File: src/rtl/lapPkg.sv
package lapPkg;

  // Counter encodings; the prediction is the upper bit.
  localparam logic [1:0] CNT_SNT = 2'b00;
  localparam logic [1:0] CNT_WNT = 2'b01;
  localparam logic [1:0] CNT_WT  = 2'b10;
  localparam logic [1:0] CNT_ST  = 2'b11;
  localparam logic [1:0] CNT_INIT = CNT_WNT;

  // Strobes from control to datapath.
  typedef struct packed {
    logic histWe;  // shift the outcome into the selected history
    logic cntWe;   // write the selected counter
    logic cntUp;   // 1: step up, 0: step down
  } lapStrobe_t;

endpackage

File: src/rtl/lapCtrl.sv
module lapCtrl
  import lapPkg::*;
(
  input  logic       updValid,
  input  logic       updTaken,
  input  logic [1:0] updCnt,
  output lapStrobe_t strobe
);

  logic atTop;
  logic atBottom;

  assign atTop    = (updCnt == CNT_ST);
  assign atBottom = (updCnt == CNT_SNT);

  // Counter writes are suppressed at the saturation limits.
  always_comb begin
    strobe.histWe = updValid;
    strobe.cntUp  = updTaken;
    strobe.cntWe  = updValid && (updTaken ? !atTop : !atBottom);
  end

endmodule

File: src/rtl/lapData.sv
module lapData
  import lapPkg::*;
#(
  parameter int PC_W   = 32,
  parameter int HIST_W = 3,
  parameter int BHT_K  = 4,
  parameter int PHT_P  = 2
) (
  input  logic                     clk,
  input  logic                     rstN,
  input  lapStrobe_t               strobe,
  input  logic [PC_W-1:0]          predPc,
  input  logic [PC_W-1:0]          updPc,
  input  logic                     updTaken,
  output logic [1:0]               predCnt,
  output logic [HIST_W-1:0]        updHist,
  output logic [1:0]               updCnt,
  output logic [HIST_W+PHT_P-1:0]  updPhtIdx
);

  localparam int BHT_N = 1 << BHT_K;
  localparam int PHT_W = HIST_W + PHT_P;
  localparam int PHT_N = 1 << PHT_W;

  logic [HIST_W-1:0] bhtMem [BHT_N];
  logic [1:0]        phtMem [PHT_N];

  logic [BHT_K-1:0]  predBhtIdx;
  logic [BHT_K-1:0]  updBhtIdx;
  logic [HIST_W-1:0] predHist;
  logic [PHT_W-1:0]  predPhtIdx;
  logic [HIST_W-1:0] histNext;

  assign predBhtIdx = predPc[BHT_K+1:2];
  assign updBhtIdx  = updPc[BHT_K+1:2];
  assign predHist   = bhtMem[predBhtIdx];
  assign updHist    = bhtMem[updBhtIdx];

  // Counter index: history in the upper bits, optional address bits below.
  generate
    if (PHT_P > 0) begin : g_pcBits
      assign predPhtIdx = {predHist, predPc[PHT_P+1:2]};
      assign updPhtIdx  = {updHist, updPc[PHT_P+1:2]};
    end else begin : g_histOnly
      assign predPhtIdx = predHist;
      assign updPhtIdx  = updHist;
    end
  endgenerate

  // History shift: newest outcome in bit 0.
  generate
    if (HIST_W > 1) begin : g_shift
      assign histNext = {updHist[HIST_W-2:0], updTaken};
    end else begin : g_single
      assign histNext = updTaken;
    end
  endgenerate

  assign predCnt = phtMem[predPhtIdx];
  assign updCnt  = phtMem[updPhtIdx];

  always_ff @(posedge clk or negedge rstN) begin
    if (!rstN) begin
      for (int i = 0; i < BHT_N; i++) bhtMem[i] <= '0;
    end else if (strobe.histWe) begin
      bhtMem[updBhtIdx] <= histNext;
    end
  end

  always_ff @(posedge clk or negedge rstN) begin
    if (!rstN) begin
      for (int i = 0; i < PHT_N; i++) phtMem[i] <= CNT_INIT;
    end else if (strobe.cntWe) begin
      phtMem[updPhtIdx] <= strobe.cntUp ? updCnt + 2'd1 : updCnt - 2'd1;
    end
  end

endmodule

File: src/rtl/localBranchPredictor.sv
module localBranchPredictor
  import lapPkg::*;
#(
  parameter int PC_W   = 32,
  parameter int HIST_W = 3,
  parameter int BHT_K  = 4,
  parameter int PHT_P  = 2
) (
  input  logic            clk,
  input  logic            rstN,
  input  logic [PC_W-1:0] predPc,
  output logic            predTaken,
  input  logic            updValid,
  input  logic [PC_W-1:0] updPc,
  input  logic            updTaken
);

  localparam int PHT_W = HIST_W + PHT_P;

  lapStrobe_t        strobe;
  logic [1:0]        predCnt;
  logic [1:0]        updCnt;
  logic [HIST_W-1:0] updHist;
  logic [PHT_W-1:0]  updPhtIdx;

  lapCtrl i_ctrl (
    .updValid (updValid),
    .updTaken (updTaken),
    .updCnt   (updCnt),
    .strobe   (strobe)
  );

  lapData #(
    .PC_W   (PC_W),
    .HIST_W (HIST_W),
    .BHT_K  (BHT_K),
    .PHT_P  (PHT_P)
  ) i_data (
    .clk       (clk),
    .rstN      (rstN),
    .strobe    (strobe),
    .predPc    (predPc),
    .updPc     (updPc),
    .updTaken  (updTaken),
    .predCnt   (predCnt),
    .updHist   (updHist),
    .updCnt    (updCnt),
    .updPhtIdx (updPhtIdx)
  );

  assign predTaken = predCnt[1];

endmodule

File: config.mk
export PLATFORM = sky130hd
export DESIGN_NAME = localBranchPredictor
export DESIGN_NICKNAME = d
export VERILOG_FILES = /design/src/rtl/lapPkg.sv /design/src/rtl/lapCtrl.sv /design/src/rtl/lapData.sv /design/src/rtl/localBranchPredictor.sv
export SDC_FILE = /design/constraint.sdc
export NUM_CORES = 1
export LEC_CHECK = 0
export BUFFER_PORTS_ARGS = -buffer_cell sky130_fd_sc_hd__buf_2
export CORE_MARGIN = 3
export CORE_UTILIZATION = 35
export CTS_CLUSTER_SIZE = 10
export DETAILED_ROUTE_END_ITERATION = 8
export PLACE_DENSITY = 0.51
export SLEW_MARGIN = 10
export SYNTH_ARGS = -nofsm -noshare
export SYNTH_HDL_FRONTEND = slang
export SYNTH_SLANG_ARGS = --single-unit
export TNS_END_PERCENT = 50
File: constraint.sdc
create_clock -name clk -period 10.7 [get_ports clk]
set_input_delay 1.605 -clock clk [delete_from_list [all_inputs] [get_ports clk]]
set_output_delay 1.605 -clock clk [all_outputs]
set_load 0.03 [all_outputs]
==> impl_metrics.tcl <==
set metrics [dict create \
    status "finished clean" \
    cp-end-kind "register" \
    yosysUniqueCellTypes 44 \
    hold_path_class "reg -> reg" \
    postCtsHoldBufs 0 \
    critPathKind "in -> reg" \
    layout_common_cells "dfrtp_1, mux2_2, mux2i_1" \
    die_w_um 143 \
    drt-pass1-iter-count 5 \
    grt_usage 0.176 \
    clkTransAtPathRegs_ns 0.07 \
    synth_cells 500 \
    required_ns 10.99 \
    dieArea_um2 20500 \
    antenna_cells 0 \
    finalWeightedCongestion 0.866 \
    drc 0 \
    final_cell_area_um2 7020 \
    drt-total-wl_um 17200 \
    synth-async-reset-ratio 1.00 \
    hold_viol_final 0 \
    cap_violations 0 \
    viasPerCell 6.04 \
    final_core_util 0.385 \
    cts_setup_buffers 0 \
    dp_hpwl_um 11600 \
    cp-start-kind "input pin" \
    p_leak_uw 0.00280 \
    fin_nets 553 \
    syn_nets 568 \
    antenna_found_initial 0 \
    drive_above_1_share 0.404 \
    tns_ns 0 \
    n_fill_cell 1764 \
    grt_max_degree 72 \
    yosys_warnings 0 \
    clk_latency_ns 0.36 \
    irDropWorstVdd_uv 81.1 \
    core_area_um2 18200 \
    synth-main-ff-cell "dfrtp_1" \
    cts_max_level 3 \
    drtAntennaViolNets 0 \
    cts_inserted_buffers 9 \
    fmax_mhz 153 \
    skew_ns 0.00922 \
    die_h_um 143 \
    setup_viol 0 \
    cts.sinks 112 \
    min_period_over_period 0.609 \
    cts_root_buffer "clkbuf_16" \
    max-slew-margin-rel 0.180 \
    synth_edf_count 0 \
    syn_area_um2 6590 \
    cp_common_cell "buf_4" \
    p_per_area_nw_per_um2 189 \
    path_cells "buf_2 -> buf_4 -> mux4_2 -> a22oi_2 -> nand3_2 -> nand2b_1 -> nor3_1 -> or4_1 -> buf_4 -> o21ai_4 -> a211oi_1 -> mux2_2" \
    vias 4344 \
    wl_per_cell_um 23.9 \
    grt_pass1_vias 4546 \
    cp_max_fo 53 \
    ys_seq_area_frac 0.431 \
    worst_path_max_delay_cell "o21ai_4" \
    cpPeakStageDelay_ns 1.00 \
    worst_slew_pin_slew_ns 1.23 \
    grt_pass1_wl_um 27200 \
    cts_resized 0 \
    port_buffers 12 \
    initial_core_util 0.362 \
    syn_area_per_cell_um2 13.2 \
    first_iter_violations 285 \
    arrival_ns 6.80 \
    placementRows 49 \
    io-pin-count 69 \
    cts_buffer_depth 2 \
    mostFrequentLayoutCell "dfrtp_1" \
    fin_crit_ns 6.52 \
    ys_ff_latch 112 \
    cts_tree "done" \
    drv_slew 0 \
    grt_setup_unrepaired "false" \
    grt_overflow 0 \
    place_area_um2 6740 \
    area_growth_pct 6.41 \
]
## layer usage
| layer | up-vias | wire [um] | track usage |
|---|---|---|---|
| met5 | - | 0 | 0 |
| met4 | 0 | 211 | 0.0342 |
| met3 | 14 | 897 | 0.0399 |
| met2 | 126 | 8310 | 0.289 |
| met1 | 2280 | 7800 | 0.241 |
| li1 | 1924 | - | - |
## cell usage after synthesis, types with 2 or more instances
master | number | area (um2)
buf_4 | 6 | 45.0
nand2_1 | 28 | 105
mux2_2 | 60 | 676
or2_2 | 2 | 12.5
o22ai_1 | 15 | 93.8
nor2_1 | 14 | 52.6
o22a_1 | 13 | 114
buf_2 | 5 | 25.0
clkbuf_1 | 17 | 63.8
dfrtp_1 | 80 | 2000
and2_1 | 3 | 18.8
o21ai_0 | 2 | 10.0
o211ai_1 | 2 | 15.0
mux2i_1 | 34 | 340
nand2b_1 | 11 | 68.8
dfstp_2 | 32 | 841
nor3_1 | 8 | 40.0
or4_1 | 2 | 15.0
mux2_1 | 30 | 338
buf_6 | 7 | 78.8
nand3_1 | 6 | 30.0
nor2b_1 | 5 | 31.3
nand3_2 | 2 | 20.0
a22oi_1 | 5 | 37.5
a211oi_1 | 3 | 22.5
o32a_1 | 19 | 190
or3_1 | 5 | 31.3
mux4_2 | 33 | 743
a211oi_2 | 30 | 375
o21ai_2 | 2 | 17.5
buf_1 | 6 | 22.5
## registers in the layout, summed over array words and instances, names as in the netlist
register       cells
i_data.bhtMem     48
i_data.phtMem     64
## kinds of logic (layout without fill, tap and decap cells)
group,count (synthesis),after routing,synth area share
mux,157,157,0.318
flops,112,112,0.431
compound gates,96,96,0.141
simple gates,92,92,0.0725
buf+inv,42,32,0.0362
xor+xnor,1,1,0.00133
## path summary, 6_finish.rpt
path                                                from                             to  slack (ns)  depth (start not counted)
max                                             updPc[2]  i_data.phtMem[46]$_DFFE_PN1P_        4.18                         12
min                        i_data.bhtMem[16]$_DFFE_PN0P_  i_data.bhtMem[16]$_DFFE_PN0P_        0.53                          1
max reg2reg                i_data.bhtMem[37]$_DFFE_PN0P_  i_data.phtMem[46]$_DFFE_PN1P_        5.92                         10
min reg2reg                i_data.bhtMem[16]$_DFFE_PN0P_  i_data.bhtMem[16]$_DFFE_PN0P_        0.53                          1
max in group asynchronous                           rstN   i_data.bhtMem[9]$_DFFE_PN0P_        8.15                          2
min in group asynchronous                           rstN  i_data.phtMem[37]$_DFFE_PN0P_        1.23                          1
## through the flow
stage                     setup WS (ns)  hold slack, ns  std cells  power (uW)
after floorplan                    4.67           0.482        500         908
after global placement             3.83           0.503        703         994
after detailed placement           3.79           0.512        703        1010
after CTS                          4.18           0.531        719        1340
after global routing               3.86           0.549        719        1400
final                              4.18           0.528        719        1330
## area by class of cell
type / instances / area, um2 / share of cell area
tap: 229 / 287 / 0.0408
inverter: 1 / 3.75 / 0.000535
timing repair buffer: 15 / 85.1 / 0.0121
clock buffer: 9 / 225 / 0.0321
sequential: 112 / 2840 / 0.405
multi-input combinational: 346 / 3520 / 0.502
clock inverter: 7 / 53.8 / 0.00767
## power breakdown
group	leakage, uW	internal, uW	total (uW)	switching [uW]
combinational	0.00126	169	418	249
clock	0.000141	161	324	164
sequential	0.00139	526	584	58.4
## critical path, delay by kind of cell
kind / cells / cell delay, ns
compound gates: 3 / 1.51
simple gates: 4 / 1.63
buf+inv: 3 / 1.01
mux: 2 / 1.01
Power figures use the tool's default switching activity.
